### config.mk
export PLATFORM = sky130hd
export DESIGN_NAME = mpu_rgn_match
export DESIGN_NICKNAME = d
export VERILOG_FILES = /design/src/rtl/mpu_rgn_pkg.sv /design/src/rtl/mpu_rgn_match.sv
export SDC_FILE = /design/constraint.sdc
export NUM_CORES = 1
export LEC_CHECK = 0
export BUFFER_PORTS_ARGS = -buffer_cell sky130_fd_sc_hd__buf_4
export CAP_MARGIN = 20
export CORE_UTILIZATION = 30
export DETAILED_ROUTE_END_ITERATION = 12
export GPL_TIMING_DRIVEN = 0
export SETUP_SLACK_MARGIN = 0.2
export SYNTH_ARGS = -nofsm -noshare
export SYNTH_HDL_FRONTEND = slang
export SYNTH_SLANG_ARGS = --single-unit
### constraint.sdc
create_clock -name vclk -period 2.8
set_clock_uncertainty 0.2 [all_clocks]
set_input_delay 0.28 -clock vclk [all_inputs]
set_output_delay 0.28 -clock vclk [all_outputs]
set_load 0.1 [all_outputs]
### src/rtl/mpu_rgn_pkg.sv
package mpu_rgn_pkg;
  localparam int unsigned WORD_W    = 32;
  localparam int unsigned SZ_W      = 5;
  localparam int unsigned NUM_SUB   = 8;
  localparam int unsigned SUB_IDX_W = $clog2(NUM_SUB);
  localparam int unsigned SZ_MIN    = 4;  // smallest legal code
  localparam int unsigned SZ_SUB    = 7;  // smallest code with subregions
  localparam int unsigned BASE_LSB  = SZ_MIN + 1;

  localparam logic [WORD_W-1:0] ATTR_MASK = 32'h173F_FF3F;

  typedef struct packed {
    logic               xn;
    logic [2:0]         perm;
    logic [2:0]         mtype;
    logic               shr;
    logic               cach;
    logic               bufb;
    logic [NUM_SUB-1:0] srd;
    logic [SZ_W-1:0]    size;
    logic               en;
  } rgn_cfg_t;

  function automatic rgn_cfg_t unpack_attr(logic [WORD_W-1:0] w);
    rgn_cfg_t c;
    c.xn    = w[28];
    c.perm  = w[26:24];
    c.mtype = w[21:19];
    c.shr   = w[18];
    c.cach  = w[17];
    c.bufb  = w[16];
    c.srd   = w[15:8];
    c.size  = w[5:1];
    c.en    = w[0];
    return c;
  endfunction
endpackage

### src/rtl/mpu_rgn_match.sv
module mpu_rgn_match
  import mpu_rgn_pkg::*;
(
  input  logic              clk_i,
  input  logic              rst_ni,
  input  rgn_cfg_t          cfg_i,
  input  logic [WORD_W-1:0] base_i,
  input  logic              valid_i,
  input  logic [WORD_W-1:0] addr_i,
  output logic              hit_o
);
  localparam int unsigned N_W = SZ_W + 1;

  logic [N_W-1:0]       n_bits;     // region is 2^n_bits bytes
  logic [WORD_W-1:0]    hi_mask;
  logic                 addr_in;
  logic                 size_ok;
  logic                 sub_on;
  logic [SZ_W-1:0]      sub_sh;
  logic [SUB_IDX_W-1:0] sub_idx;
  logic                 sub_off;

  assign n_bits  = {1'b0, cfg_i.size} + N_W'(1);
  assign hi_mask = (n_bits >= N_W'(WORD_W)) ? '0 : ({WORD_W{1'b1}} << n_bits);
  assign addr_in = ((addr_i ^ base_i) & hi_mask) == '0;
  assign size_ok = cfg_i.size >= SZ_W'(SZ_MIN);
  assign sub_on  = cfg_i.size >= SZ_W'(SZ_SUB);
  assign sub_sh  = cfg_i.size - SZ_W'(SUB_IDX_W - 1);

  for (genvar k = 0; k < SUB_IDX_W; k++) begin : g_idx
    assign sub_idx[k] = addr_i[SZ_W'(sub_sh + SZ_W'(k))];
  end

  assign sub_off = sub_on && cfg_i.srd[sub_idx];
  assign hit_o   = valid_i && cfg_i.en && size_ok && addr_in && !sub_off;

  p_no_hit_off_r3: assert property (@(posedge clk_i) disable iff (!rst_ni)
    !cfg_i.en |-> !hit_o);
  p_no_hit_small_r5: assert property (@(posedge clk_i) disable iff (!rst_ni)
    (cfg_i.size < SZ_W'(SZ_MIN)) |-> !hit_o);
  p_full_space_r6: assert property (@(posedge clk_i) disable iff (!rst_ni)
    (valid_i && cfg_i.en && cfg_i.size == '1 && cfg_i.srd == '0) |-> hit_o);
  p_no_sub_small_r8: assert property (@(posedge clk_i) disable iff (!rst_ni)
    (valid_i && cfg_i.en && size_ok && !sub_on && addr_in) |-> hit_o);
endmodule

# Word-level counts from Yosys, hierarchy flattened
# Cells that the tools add are included.
# op_classes
n_addsub	4
order_cmp	7
n_shift	1
n_mux	9
bitwise	2
n_reduce_logical	7
# op_table
operator	count
$and A32 B32 Y32	1
$logic_not A32 Y1	1
$mux W32	1
$shl A32 B6 Y32 const A	1
$xor A32 B32 Y32	1
$lt A5 B6 Y1 const B	3
$bmux W1 S5	3
$ge A5 B3 Y1 const B	2
$add A5 B1 Y6 const B	1
$ge A6 B6 Y1 const B	1
$add A5 B1 Y5 const B	1
$add A5 B2 Y5 const B	1
$logic_and A1 B1 Y1	5
$sub A5 B2 Y5 const B	1
$lt A3 B4 Y1 const B	1
$mux W1	4
$bmux W1 S3	1
$logic_not A1 Y1	1
# word_totals
ff_bits	0
inputBits	91
out_inout_bits	1
word_cells	30

# Depth between registers and ports, before layout
# logic_depth
word_depth	9
depth_mapped	13
mapped_depth_nobuf	11

# Worst setup path before layout
# OpenSTA, ideal clock, no wires.
# synth_path
path_type	input port to output port
start	input cfg_i[1] (netlist bit)
end	output hit_o
arrival_ns	3.959
required_ns	2.320
slack_ns	-1.639
stages	13
n_path_buf	3
cell_sequence	buf_6 > buf_2 > inv_1 > ha_1 > buf_1 > nor2b_1 > o21ai_0 > a21oi_1 > o211ai_1 > o41ai_1 > nand4b_1 > a21o_1 > a41oi_1
# synth_between
elab_chain_len	9
word_cells_on_any_way	24
classes_between	add/sub: 4; order compare: 3; shift: 1; mux: 9; bitwise: 1; reduce/logical: 6
# synth_rtl
item	line	source
from (decl)	mpu_rgn_match.sv:6	input rgn_cfg_t cfg_i,
$sub A5 B2 Y5	mpu_rgn_match.sv:28	assign sub_sh = cfg_i.size - SZ_W'(SUB_IDX_W - 1);
$add A5 B1 Y5 / $add A5 B2 Y5 (equally long branches)	mpu_rgn_match.sv:31	assign sub_idx[k] = addr_i[SZ_W'(sub_sh + SZ_W'(k))];
$bmux W1 S5	mpu_rgn_match.sv:31	
$mux W1 (not written as such)	mpu_rgn_match.sv:31	
$bmux W1 S3	mpu_rgn_match.sv:34	assign sub_off = sub_on && cfg_i.srd[sub_idx];
$mux W1 (not written as such)	mpu_rgn_match.sv:34	
$logic_and A1 B1 Y1	mpu_rgn_match.sv:34	
$logic_not A1 Y1	mpu_rgn_match.sv:35	assign hit_o = valid_i && cfg_i.en && size_ok && addr_in && !sub_off;
$logic_and A1 B1 Y1 (*)	mpu_rgn_match.sv:35	
to (decl)	mpu_rgn_match.sv:10	output logic hit_o
# Mark *: on every way between the ends. The rest lies on a longest branch, timed or not. The select of a mux whose other input is x is not followed.

# Final worst setup path
# layout_path
start	input cfg_i[2] (netlist bit)
end	output hit_o
# The elaborated chain is that of the path after synthesis.

==> run summary <==
PWR
---------------------------------------------------------------------------------
Total power after layout ...........................................    0.5739 mW
Highest ir drop seen on vdd ........................................   0.09306 mV
Leakage power figure ...............................................     1.158 nW
Pwr Density ........................................................ 206.0 nW/µm²

GRT
---------------------------------------------------------------------------------
Maximum number of pins on one net before global-route repair .......           11
All-layer global routing usage .....................................       0.1999
Number of global-route vias before repair ..........................         1994
Global-route wire length before repair .............................      9832 µm
Gr ovfl total ......................................................            0
Number of antenna violations at the first check in global routing ..            0

CELLS AND AREA
---------------------------------------------------------------------------------
Layout clock buffers ...............................................            0
Area occupied by registers .........................................        0 µm²
Final net count ....................................................          390
Filler Cell Count ..................................................          544
Non-filler cells, final ............................................          361
Total inserted antenna cells .......................................            0
Sequential cell count of the final layout ..........................            0
Layout-stage area growth over the synthesis result .................       55.41%
Proportion of layout cells with a drive suffix above 1 .............       0.4740

LOGIC SYNTHESIS
---------------------------------------------------------------------------------
Cells after synthesis ..............................................          199
Library cell occupying the most area in the post-synthesis netlist . sky130_fd_sc_hd__mux4_2
Synthesized netlist net count ......................................          298
Number of warnings reported in the yosys synthesis log .............            0
Sequential fraction of the synthesis area ..........................            0
Post-Syn Area ......................................................     1793 µm²
Avg Inst Size Synth ................................................    9.010 µm²
Leading cell type by number of instances after synthesis ........... sky130_fd_sc_hd__xnor2_1
Cell types occupying the most area after synthesis ................. sky130_fd_sc_hd__mux4_2 (15%), sky130_fd_sc_hd__xnor2_1 (14%), sky130_fd_sc_hd__mux4_1 (10%)
Commonest cells in the synthesized netlist ......................... sky130_fd_sc_hd__xnor2_1 (28), sky130_fd_sc_hd__mux2i_1 (14), sky130_fd_sc_hd__xor2_1 (13)
Portion of synthesized cell area occupied by the leading cell type .       0.1507
Count of distinct cell types in the synthesized netlist ............           50

ROUTE
---------------------------------------------------------------------------------
DRC violation total after the first TritonRoute iteration ..........          105
Detailed-route wire length per cell ................................     17.29 µm
Pre-Repair DR Iteration Count ......................................            4
Number of remaining DRC errors .....................................            0
Vias after detailed routing ........................................         2046
Number of vias per cell after detailed routing .....................        5.668
Antenna Violating Nets Remaining ...................................            0
Final routed wirelength across all metal layers ....................      6242 µm

FLOORPLANNING
---------------------------------------------------------------------------------
Floorplan die area .................................................     6290 µm²
Count of boundary I/O pins .........................................           92
Starting utilization of the core area ..............................       0.3178
Height of the die ..................................................     79.31 µm
Die span in x ......................................................     79.31 µm
Area of the core region ............................................     5642 µm²
Std cell rows ......................................................           27

SETUP PATH
---------------------------------------------------------------------------------
Required time reported for the critical path endpoint ..............      2.32 ns
Worst EP arrival ...................................................      2.83 ns
Critical Path Fanout Max ...........................................            8
Start-to-end type of the worst setup path .......................... input pin to output port
Critical Path Start Type ...........................................    input pin
Capturing element type of the critical path ........................  output port

PLACED DESIGN
---------------------------------------------------------------------------------
HPWL after detailed placement ......................................      5008 µm
Dpl cells ..........................................................          350
Routability-driven placement congestion ratio ......................       0.8296
Number of I/O port buffers .........................................           79

STA
---------------------------------------------------------------------------------
Max Transition Viols Final .........................................            0
Final Cycle Share ..................................................        1.183
Timing-limited maximum frequency ...................................    301.9 MHz
Worst Setup Slack, final ...........................................   -0.5118 ns
Fin crit period ....................................................     3.312 ns
Final number of hold-violating endpoints ...........................            0
Actual transition at the worst max-transition pin ..................    0.6193 ns
Fin Hold WS ........................................................    0.8946 ns
Headroom to the max-slew limit .....................................       0.5856
RSZ-0062 raised after global routing ...............................         true
Number of setup violations in the final report .....................            1

RUN STATUS
---------------------------------------------------------------------------------
Failing checks ..................................................... setup timing
Status ............................................................. finished, violations left

CLOCKING
---------------------------------------------------------------------------------
Cts hold-fix bufs ..................................................            0

FLOW RUN
---------------------------------------------------------------------------------
Reported max-cap violation count ...................................            0

WORST HOLD PATH
---------------------------------------------------------------------------------
Worst Hold Launch ..................................................      valid_i
Instance count along the most critical hold path ...................            5
Worst hold path endpoint ...........................................        hit_o
Tightest Hold Check Type ........................................... input pin to output port

metrics by stage:
step	setup WS [ns]	setup TNS (ns)	util	instance area [µm²]
after floorplan	-0.5953	-0.5953	-	1836
after global placement	-1.325	-1.325	0.4464	2519
after detailed placement	-1.288	-1.288	0.4464	2519
after CTS	-0.5528	-0.5528	0.4826	2723
after global routing	-0.6148	-0.6148	0.4939	2786
final	-0.5118	-0.5118	0.4939	2786
cell families (layout without fill, tap and decap cells):
family	Yosys count	in the layout	synth area share
multiplexers	38	38	0.3664
adder cells (fa/ha/maj)	9	9	0.06141
AND/OR/NAND/NOR	53	53	0.1647
XOR/XNOR	41	41	0.2003
AO/OA/AOI/OAI	40	40	0.1466
buffers and inverters	18	108	0.06070
power breakdown:
| group | total [mW] | switching, mW | leakage, nW | internal [mW] |
|---|---|---|---|---|
| clock | 0 | 0 | 0 | 0 |
| combinational | 0.574 | 0.258 | 1.16 | 0.315 |
| sequential | 0 | 0 | 0 | 0 |
cell type report:
cell class / instances / area, µm² / area share
plain buffers: 9 / 137.6 / 0.04939
inverters: 9 / 37.54 / 0.01347
multi-input cells: 181 / 1813 / 0.6507
well taps: 72 / 90.09 / 0.03233
repair buffers: 90 / 708.2 / 0.2542
worst max-delay path: stages:
cell and delay [ns]:
sky130_fd_sc_hd__buf_12 0.09, sky130_fd_sc_hd__clkinvlp_4 0.10, sky130_fd_sc_hd__ha_4 0.23, sky130_fd_sc_hd__buf_12 0.14, sky130_fd_sc_hd__mux2i_2 0.16, sky130_fd_sc_hd__mux4_2 0.48
sky130_fd_sc_hd__mux2_4 0.29, sky130_fd_sc_hd__mux2_4 0.29, sky130_fd_sc_hd__mux2i_1 0.16, sky130_fd_sc_hd__nand3_1 0.13, sky130_fd_sc_hd__a41oi_4 0.27, sky130_fd_sc_hd__buf_12 0.20
cells in the final DEF (no fill, tap or decap), types with 2 or more instances in the layout:
| master | netlist | routed |
|---|---|---|
| sky130_fd_sc_hd__nand2_1 | 12 | 12 |
| sky130_fd_sc_hd__buf_4 | 0 | 86 |
| sky130_fd_sc_hd__o21ai_0 | 11 | 8 |
| sky130_fd_sc_hd__ha_4 | 0 | 4 |
| sky130_fd_sc_hd__inv_2 | 0 | 2 |
| sky130_fd_sc_hd__mux4_2 | 12 | 12 |
| sky130_fd_sc_hd__a31oi_1 | 2 | 2 |
| sky130_fd_sc_hd__nor4_1 | 4 | 4 |
| sky130_fd_sc_hd__inv_1 | 9 | 6 |
| sky130_fd_sc_hd__mux2_4 | 1 | 3 |
| sky130_fd_sc_hd__ha_1 | 8 | 3 |
| sky130_fd_sc_hd__buf_6 | 4 | 3 |
| sky130_fd_sc_hd__mux2i_1 | 14 | 13 |
| sky130_fd_sc_hd__a21oi_1 | 6 | 5 |
| sky130_fd_sc_hd__mux4_1 | 7 | 7 |
| sky130_fd_sc_hd__a211oi_1 | 3 | 3 |
| sky130_fd_sc_hd__nor2b_1 | 5 | 3 |
| sky130_fd_sc_hd__nor3_1 | 5 | 5 |
| sky130_fd_sc_hd__nand4_1 | 2 | 2 |
| sky130_fd_sc_hd__buf_12 | 0 | 6 |
| sky130_fd_sc_hd__o21ai_1 | 0 | 3 |
| sky130_fd_sc_hd__nor2_1 | 10 | 10 |
| sky130_fd_sc_hd__nand3_1 | 5 | 5 |
| sky130_fd_sc_hd__xnor2_1 | 28 | 28 |
| sky130_fd_sc_hd__o211ai_1 | 2 | 2 |
| sky130_fd_sc_hd__mux2i_2 | 1 | 2 |
| sky130_fd_sc_hd__o22ai_1 | 4 | 4 |
| sky130_fd_sc_hd__clkbuf_8 | 1 | 2 |
| sky130_fd_sc_hd__xor2_1 | 13 | 12 |
how the worst max path moves through the flow:
| stage | endpoint | start | slack, ns | depth (start not counted) |
|---|---|---|---|---|
| 2_1_floorplan | hit_o | cfg_i[2] | -0.60 | 10 |
| 3_3_place_gp | hit_o | cfg_i[1] | -1.32 | 15 |
| 6_report | hit_o | cfg_i[2] | -0.51 | 12 |
| 4_1_cts | hit_o | cfg_i[2] | -0.55 | 13 |
| 3_5_place_dp | hit_o | cfg_i[1] | -1.29 | 15 |
| 5_1_grt | hit_o | cfg_i[2] | -0.61 | 12 |
what timing repair did:
action | in CTS | in global routing
setup buffers | 9 | 2
setup endpoints to repair | 1 | 1
resized for setup | 34 | 11
pin swaps | 7 | 6
endpoints found under the hold margin | 0 | 0
per-layer routing:
layer,routed length [µm],vias to the layer above,GRT usage,part of all wire
li1,-,954,-,-
met1,2614,977,0.2744,0.42
met2,3003,111,0.3526,0.48
met3,558,4,0.009195,0.089
met4,65,0,0.02545,0.010
met5,0,-,0,0
(Power assumes the default switching activity.)
